File: config.mk
export PLATFORM = sky130hd
export DESIGN_NAME = mgmt_access_engine
export DESIGN_NICKNAME = d
export VERILOG_FILES = /design/src/rtl/mgmt_access_pkg.sv /design/src/rtl/mgmt_access_ctrl.sv /design/src/rtl/mgmt_access_dpath.sv /design/src/rtl/mgmt_access_engine.sv
export SDC_FILE = /design/constraint.sdc
export NUM_CORES = 2
export LEC_CHECK = 0
export BUFFER_PORTS_ARGS = -buffer_cell sky130_fd_sc_hd__buf_2
export CORE_UTILIZATION = 30
export CTS_BUF_LIST = sky130_fd_sc_hd__clkbuf_4 sky130_fd_sc_hd__clkbuf_8 sky130_fd_sc_hd__clkbuf_16
export DETAILED_ROUTE_END_ITERATION = 6
export REMOVE_ABC_BUFFERS = 1
export SLEW_MARGIN = 20
export SYNTH_ARGS = -nofsm -noshare
export SYNTH_HDL_FRONTEND = slang
export SYNTH_SLANG_ARGS = --single-unit
File: constraint.sdc
create_clock -name clk -period 7.14 [get_ports clk]
set_input_delay 0.714 -clock clk [delete_from_list [all_inputs] [get_ports clk]]
set_output_delay 0.714 -clock clk [all_outputs]
set_load 0.02 [all_outputs]
File: src/rtl/mgmt_access_pkg.sv
package mgmt_access_pkg;

  localparam logic [1:0] SEL_ADDR = 2'd0;
  localparam logic [1:0] SEL_LO   = 2'd1;
  localparam logic [1:0] SEL_HI   = 2'd2;
  localparam logic [1:0] SEL_CMD  = 2'd3;

  localparam logic [7:0] CMD_EE_RD  = 8'h04;
  localparam logic [7:0] CMD_EE_WR  = 8'h12;
  localparam logic [7:0] CMD_PHY_RD = 8'h0C;
  localparam logic [7:0] CMD_PHY_WR = 8'h0A;

  localparam logic [15:0] PHY_RESET_WORD = 16'h8000;

  // Strobes from control to datapath
  typedef struct packed {
    logic capture;  // command accepted: latch address and data
    logic finish;   // access ends this cycle
    logic toPhy;    // target is the PHY store
    logic isWrite;  // direction
  } mgmtStrobe_t;

  function automatic logic [15:0] eeDefault(int idx);
    logic [7:0] b;
    b = 8'(idx);
    return {b ^ 8'hA0, b};
  endfunction

  function automatic logic [15:0] phyDefault(int idx, logic [3:0] linkMode);
    if (idx == 1) return 16'h782D;
    if (idx == 17) return {linkMode, 12'h000};
    return 16'h0000;
  endfunction

endpackage

File: src/rtl/mgmt_access_ctrl.sv
module mgmt_access_ctrl
  import mgmt_access_pkg::*;
#(
  parameter int LAT_EE     = 400,
  parameter int LAT_PHY_RD = 5,
  parameter int LAT_PHY_WR = 25
) (
  input  logic        clk,
  input  logic        rstN,
  input  logic        cmdWrEn,
  input  logic [7:0]  cmdCode,
  output mgmtStrobe_t strobe,
  output logic        busy
);

  localparam int MAX_LAT_A = (LAT_EE > LAT_PHY_RD) ? LAT_EE : LAT_PHY_RD;
  localparam int MAX_LAT   = (MAX_LAT_A > LAT_PHY_WR) ? MAX_LAT_A : LAT_PHY_WR;
  localparam int CNT_W     = $clog2(MAX_LAT + 1);
  localparam logic [CNT_W-1:0] LOAD_EE = CNT_W'(LAT_EE - 1);
  localparam logic [CNT_W-1:0] LOAD_PR = CNT_W'(LAT_PHY_RD - 1);
  localparam logic [CNT_W-1:0] LOAD_PW = CNT_W'(LAT_PHY_WR - 1);

  logic             validCode;
  logic             decPhy;
  logic             decWrite;
  logic [CNT_W-1:0] decLoad;
  logic [CNT_W-1:0] remain;
  logic             opPhy;
  logic             opWrite;
  logic             accept;

  always_comb begin
    validCode = 1'b1;
    decPhy    = 1'b0;
    decWrite  = 1'b0;
    decLoad   = LOAD_EE;
    case (cmdCode)
      CMD_EE_RD:  ;
      CMD_EE_WR:  decWrite = 1'b1;
      CMD_PHY_RD: begin decPhy = 1'b1; decLoad = LOAD_PR; end
      CMD_PHY_WR: begin decPhy = 1'b1; decWrite = 1'b1; decLoad = LOAD_PW; end
      default:    validCode = 1'b0;
    endcase
  end

  assign accept = cmdWrEn && validCode && !busy;

  always_ff @(posedge clk) begin
    if (!rstN) begin
      busy    <= 1'b0;
      remain  <= '0;
      opPhy   <= 1'b0;
      opWrite <= 1'b0;
    end else if (accept) begin
      busy    <= 1'b1;
      remain  <= decLoad;
      opPhy   <= decPhy;
      opWrite <= decWrite;
    end else if (busy) begin
      if (remain == '0) busy <= 1'b0;
      else              remain <= remain - 1'b1;
    end
  end

  always_comb begin
    strobe.capture = accept;
    strobe.finish  = busy && (remain == '0);
    strobe.toPhy   = accept ? decPhy : opPhy;
    strobe.isWrite = accept ? decWrite : opWrite;
  end

endmodule

File: src/rtl/mgmt_access_dpath.sv
module mgmt_access_dpath
  import mgmt_access_pkg::*;
#(
  parameter int         EE_WORDS  = 64,
  parameter int         PHY_REGS  = 32,
  parameter logic [3:0] LINK_MODE = 4'h8
) (
  input  logic        clk,
  input  logic        rstN,
  input  logic        hostWrEn,
  input  logic [1:0]  hostSel,
  input  logic [7:0]  hostWrData,
  input  mgmtStrobe_t strobe,
  output logic [7:0]  addrQ,
  output logic [7:0]  loQ,
  output logic [7:0]  hiQ,
  output logic [7:0]  cmdQ
);

  localparam int EE_AW = $clog2(EE_WORDS);
  localparam int PHY_AW = $clog2(PHY_REGS);
  localparam int OP_AW = (EE_AW > PHY_AW) ? EE_AW : PHY_AW;

  logic [15:0]       eeMem  [EE_WORDS];
  logic [15:0]       phyMem [PHY_REGS];
  logic [OP_AW-1:0]  opAddr;
  logic [15:0]       opData;
  logic [EE_AW-1:0]  eeIdx;
  logic [PHY_AW-1:0] phyIdx;
  logic [15:0]       rdWord;
  logic              phyResetReq;

  assign eeIdx       = opAddr[EE_AW-1:0];
  assign phyIdx      = opAddr[PHY_AW-1:0];
  assign rdWord      = strobe.toPhy ? phyMem[phyIdx] : eeMem[eeIdx];
  assign phyResetReq = (phyIdx == '0) && (opData == PHY_RESET_WORD);

  // Host-visible registers and operation capture
  always_ff @(posedge clk) begin
    if (!rstN) begin
      addrQ  <= '0;
      loQ    <= '0;
      hiQ    <= '0;
      cmdQ   <= '0;
      opAddr <= '0;
      opData <= '0;
    end else begin
      if (hostWrEn) begin
        case (hostSel)
          SEL_ADDR: addrQ <= hostWrData;
          SEL_LO:   loQ   <= hostWrData;
          SEL_HI:   hiQ   <= hostWrData;
          default:  cmdQ  <= hostWrData;
        endcase
      end
      if (strobe.capture) begin
        opAddr <= addrQ[OP_AW-1:0];
        opData <= {hiQ, loQ};
      end
      if (strobe.finish && !strobe.isWrite) begin
        loQ <= rdWord[7:0];
        hiQ <= rdWord[15:8];
      end
    end
  end

  // EEPROM word store
  always_ff @(posedge clk) begin
    if (!rstN) begin
      for (int i = 0; i < EE_WORDS; i++) eeMem[i] <= eeDefault(i);
    end else if (strobe.finish && strobe.isWrite && !strobe.toPhy) begin
      eeMem[eeIdx] <= opData;
    end
  end

  // PHY register store, one process per register
  for (genvar g = 0; g < PHY_REGS; g++) begin : g_phyReg
    always_ff @(posedge clk) begin
      if (!rstN) begin
        phyMem[g] <= phyDefault(g, LINK_MODE);
      end else if (strobe.finish && strobe.isWrite && strobe.toPhy) begin
        if (phyResetReq)                   phyMem[g] <= phyDefault(g, LINK_MODE);
        else if (phyIdx == PHY_AW'(g))     phyMem[g] <= opData;
      end
    end
  end

endmodule

File: src/rtl/mgmt_access_engine.sv
module mgmt_access_engine
  import mgmt_access_pkg::*;
#(
  parameter int         LAT_EE     = 400,
  parameter int         LAT_PHY_RD = 5,
  parameter int         LAT_PHY_WR = 25,
  parameter int         EE_WORDS   = 64,
  parameter int         PHY_REGS   = 32,
  parameter logic [3:0] LINK_MODE  = 4'h8
) (
  input  logic       clk,
  input  logic       rstN,
  input  logic       hostWrEn,
  input  logic [1:0] hostSel,
  input  logic [7:0] hostWrData,
  input  logic [1:0] hostRdSel,
  output logic [7:0] hostRdData,
  output logic       busy
);

  mgmtStrobe_t strobe;
  logic [7:0]  addrQ;
  logic [7:0]  loQ;
  logic [7:0]  hiQ;
  logic [7:0]  cmdQ;
  logic        cmdWrEn;

  assign cmdWrEn = hostWrEn && (hostSel == SEL_CMD);

  mgmt_access_ctrl #(
    .LAT_EE(LAT_EE), .LAT_PHY_RD(LAT_PHY_RD), .LAT_PHY_WR(LAT_PHY_WR)
  ) i_ctrl (
    .clk(clk), .rstN(rstN), .cmdWrEn(cmdWrEn), .cmdCode(hostWrData),
    .strobe(strobe), .busy(busy)
  );

  mgmt_access_dpath #(
    .EE_WORDS(EE_WORDS), .PHY_REGS(PHY_REGS), .LINK_MODE(LINK_MODE)
  ) i_dpath (
    .clk(clk), .rstN(rstN), .hostWrEn(hostWrEn), .hostSel(hostSel),
    .hostWrData(hostWrData), .strobe(strobe),
    .addrQ(addrQ), .loQ(loQ), .hiQ(hiQ), .cmdQ(cmdQ)
  );

  always_comb begin
    case (hostRdSel)
      SEL_ADDR: hostRdData = addrQ;
      SEL_LO:   hostRdData = loQ;
      SEL_HI:   hostRdData = hiQ;
      default:  hostRdData = cmdQ;
    endcase
  end

endmodule

==> summary.txt <==
Timing
  – Final hold violations: 0
  – Max Slew Vio Count: 0
  – Peak Freq: ~0.21 GHz
  – Hold Slack: 0.1843 ns
  – Tcrit/Tclk final: 0.6585
  – RSZ-0062 raised after global routing: no
  – Tmin final: between 4 and 5 ns
  – Final setup vio count: 0
  – Max-slew headroom: 0.2152
  – Slew @ Worst Pin: roughly 1.2 ns
  – Setup_tns: 0 ns
  – Setup Skew: 0.06338 ns

Global routing
  – Grt ovf: 0
  – First-pass GRT wire length: about 310000 um
  – Number of global-route vias before repair: ~42000
  – Initial antenna violation count: 10
  – All-Layer GR Usage: 0.1833
  – Largest net degree at the start of global routing: 133

Critical path
  – Worst r2r dst: i_dpath.eeMem[57][15]
  – Crit start category: flip-flop
  – Worst reg2reg setup slack: 2.44 ns
  – Crit Path Class: reg2reg
  – CP Capture Type: flip-flop
  – R2R Path Start: i_ctrl.remain[0]
  – Max FO, Critical Path: 21
  – Worst reg2reg path depth: 9
  – Worst Path Arrival: ~5.1 ns
  – Critical Path RT: 7.54 ns

Layout
  – Final core utilization: 0.3404
  – Most common cell after layout, fill and taps aside: edfxtp_1
  – Layout cell share with drive strength beyond 1: 0.2019
  – Most frequent cells in the layout: edfxtp_1 (1536), nor2_1 (912), nand2_1 (652)
  – P&R area growth vs syn: 12.87%
  – Fin nets: between 4000 and 5000
  – Fin area: roughly 80000 um^2

Outcome
  – Failing checks: DRC
  – Status: finished with violations

Placed design
  – Post-DP Area: 74580 um^2
  – Global placement routability congestion: a little over 0.9
  – PortBufs: 23
  – Final HPWL DP: 138500 um

Synthesis
  – Number of synthesized flops with an enable pin: ~1500
  – Seq/Total Area, Yosys: 0.6706
  – Synth warnings: 0
  – Ys async rst share: 0
  – Mapped cell area: between 70000 and 80000 um^2
  – Synth Flop Type: edfxtp_1
  – FF+latch count, synth: 1608
  – Avg Cell Area, Syn: around 14 um^2
  – Gate Count Post-Synth: ~5000
  – Netlist cell types: 67

Drt
  – Vias: approximately 43000
  – DRT iter0 DRCs: 5935
  – Routed len/inst: around 27 um
  – DR vias/cell: roughly 5.3
  – Total wire length: ~220000 um
  – Drt pass-1 iters: 7
  – Final routed DRC violation total: 1
  – Detail Route Antenna Nets: 0

Floorplan
  – Die height: 488.2 um
  – Core Area: 235200 um^2
  – I/O Pins: 24
  – FP Rows: 178
  – Die area: about 240000 um^2
  – Die width: 488.2 um
  – Starting density of the core: 0.3016

Min path
  – Worst Hold Class: in2reg
  – WHS Endpoint: i_dpath.cmdQ[7]
  – HP Start: hostWrData[7]
  – WHS Path Cells: 3

Clock tree
  – Depth of the CTS H-tree: 4
  – TritonCTS Buffers: 164
  – Clock-pin slew on the worst setup and hold paths: 0.06 ns
  – CTS tree: built
  – # resized after CTS: 0
  – Skew-Pair Late Insertion Delay: between 0.8 and 0.9 ns
  – CTS root buf: clkbuf_16
  – Longest Clk Path Bufs: 3
  – Clock Sinks: between 1500 and 2000
  – Setup bufs post-CTS: 0
  – Hold_buf cts: 0

Job
  – Max-cap viol count: 0

Pwr
  – PwrDens: roughly 250 nW/um^2
  – Tot Pwr: 20.03 mW
  – LEAKAGE: roughly 24 nW
  – Worst vdd rail ir drop: approximately 0.23 mV
[state kept, by name, indices dropped and copies added (netlist names), 6 cells and up, named ones only]
name	count
i_dpath.cmdQ	8
i_dpath.addrQ	8
i_dpath.eeMem	1024
i_dpath.opData	16
i_ctrl.remain	9
i_dpath.loQ	8
i_dpath.hiQ	8
i_dpath.phyMem	512
i_dpath.eeIdx	6
[synthesized netlist by cell type, drive strengths merged, types with 6 or more instances]
| library cell | count | area share |
|---|---|---|
| nor4 | 20 | 0.0047 |
| nor2 | 921 | 0.049 |
| or4 | 6 | 0.00074 |
| a22oi | 8 | 0.00085 |
| nand4 | 9 | 0.00079 |
| a31oi | 25 | 0.0022 |
| and3 | 9 | 0.00079 |
| nand2b | 37 | 0.0033 |
| dfxtp | 72 | 0.020 |
| mux4 | 422 | 0.13 |
| buf | 152 | 0.011 |
| and2 | 266 | 0.023 |
| or3 | 8 | 0.00071 |
| a21oi | 70 | 0.0049 |
| o21ai | 100 | 0.0075 |
| o211ai | 11 | 0.0012 |
| mux2 | 15 | 0.0024 |
| or2 | 7 | 0.00062 |
| mux2i | 85 | 0.012 |
| o221ai | 6 | 0.00099 |
| a221oi | 23 | 0.0028 |
| nor2b | 24 | 0.0021 |
| edfxtp | 1536 | 0.65 |
| a211oi | 21 | 0.0022 |
| nand2 | 666 | 0.035 |
| nand3 | 9 | 0.00064 |
| clkbuf | 281 | 0.015 |
| a2111oi | 6 | 0.00074 |
| inv | 13 | 0.00069 |
| nor3 | 28 | 0.0020 |
[per-layer routing]
metal | routed length (um) | global-route usage | up-vias
met3 | 24960 | 0.04874 | 434
met5 | 65 | 0 | -
li1 | - | - | 17970
met1 | 87140 | 0.2494 | 22460
met4 | 10560 | 0.08054 | 10
met2 | 98560 | 0.2738 | 2457
[how the worst max path moves through the flow]
stage | start | to | slack [ns] | depth (start not counted)
floorplan | flip-flop | i_dpath.loQ[5] | -9.95 | 6
global placement | hostSel[1] | i_dpath.eeMem[52][13] | 1.87 | 8
detailed placement | hostSel[0] | i_dpath.eeMem[52][14] | 1.79 | 8
CTS | i_ctrl.remain[0] | i_dpath.eeMem[16][8] | 2.49 | 8
global route | hostSel[0] | i_dpath.eeMem[20][0] | 2.25 | 8
finish | i_ctrl.remain[0] | i_dpath.eeMem[57][15] | 2.44 | 9
[layout make-up]
type | instances | area [um^2]
multi-input cells | 2863 | 21910
diodes | 24 | 60.06
fillers | 22610 | 155100
clock buffers | 201 | 4458
well taps | 3150 | 3941
clock inverters | 100 | 884.6
repair buffers | 152 | 1161
flip-flops and latches | 1608 | 47590
inverters | 14 | 53.80
[through the flow]
stage                     instances  worst slack (ns)
after floorplan                4485            -9.952
after detailed placement       7787             1.787
after global routing           8106             2.248
after CTS                      8088             2.494
final                          8112             2.438
after global placement         7787             1.871
[worst max-delay path, stage by stage (launching register included)]
cell and delay [ns]:
dfxtp_1 0.34, inv_1 0.11, ha_1 0.17, nor4b_1 0.44
nand4_1 0.32, or2_2 0.54, nor3_1 0.46, nand2_2 0.57
buf_4 0.47, o21ai_2 0.85
[power by group]
| group | switching (mW) | internal (mW) |
|---|---|---|
| clock network | 3.80 | 4.86 |
| logic | 0.375 | 0.182 |
| registers | 0.117 | 10.7 |
| total | 4.29 | 15.7 |
[cell families (layout without fill, tap and decap cells)]
family / after synthesis / count (layout) / share of synthesized area
xor+xnor: 6 / 6 / 0.0007409
buf+inv: 447 / 467 / 0.02620
other cells: 0 / 24 / 0
mux: 522 / 522 / 0.1484
simple gates: 2024 / 2024 / 0.1257
fa+ha+maj: 2 / 2 / 0.0003528
compound gates: 309 / 309 / 0.02803
flops: 1608 / 1608 / 0.6706
(Power assumes the default switching activity.)
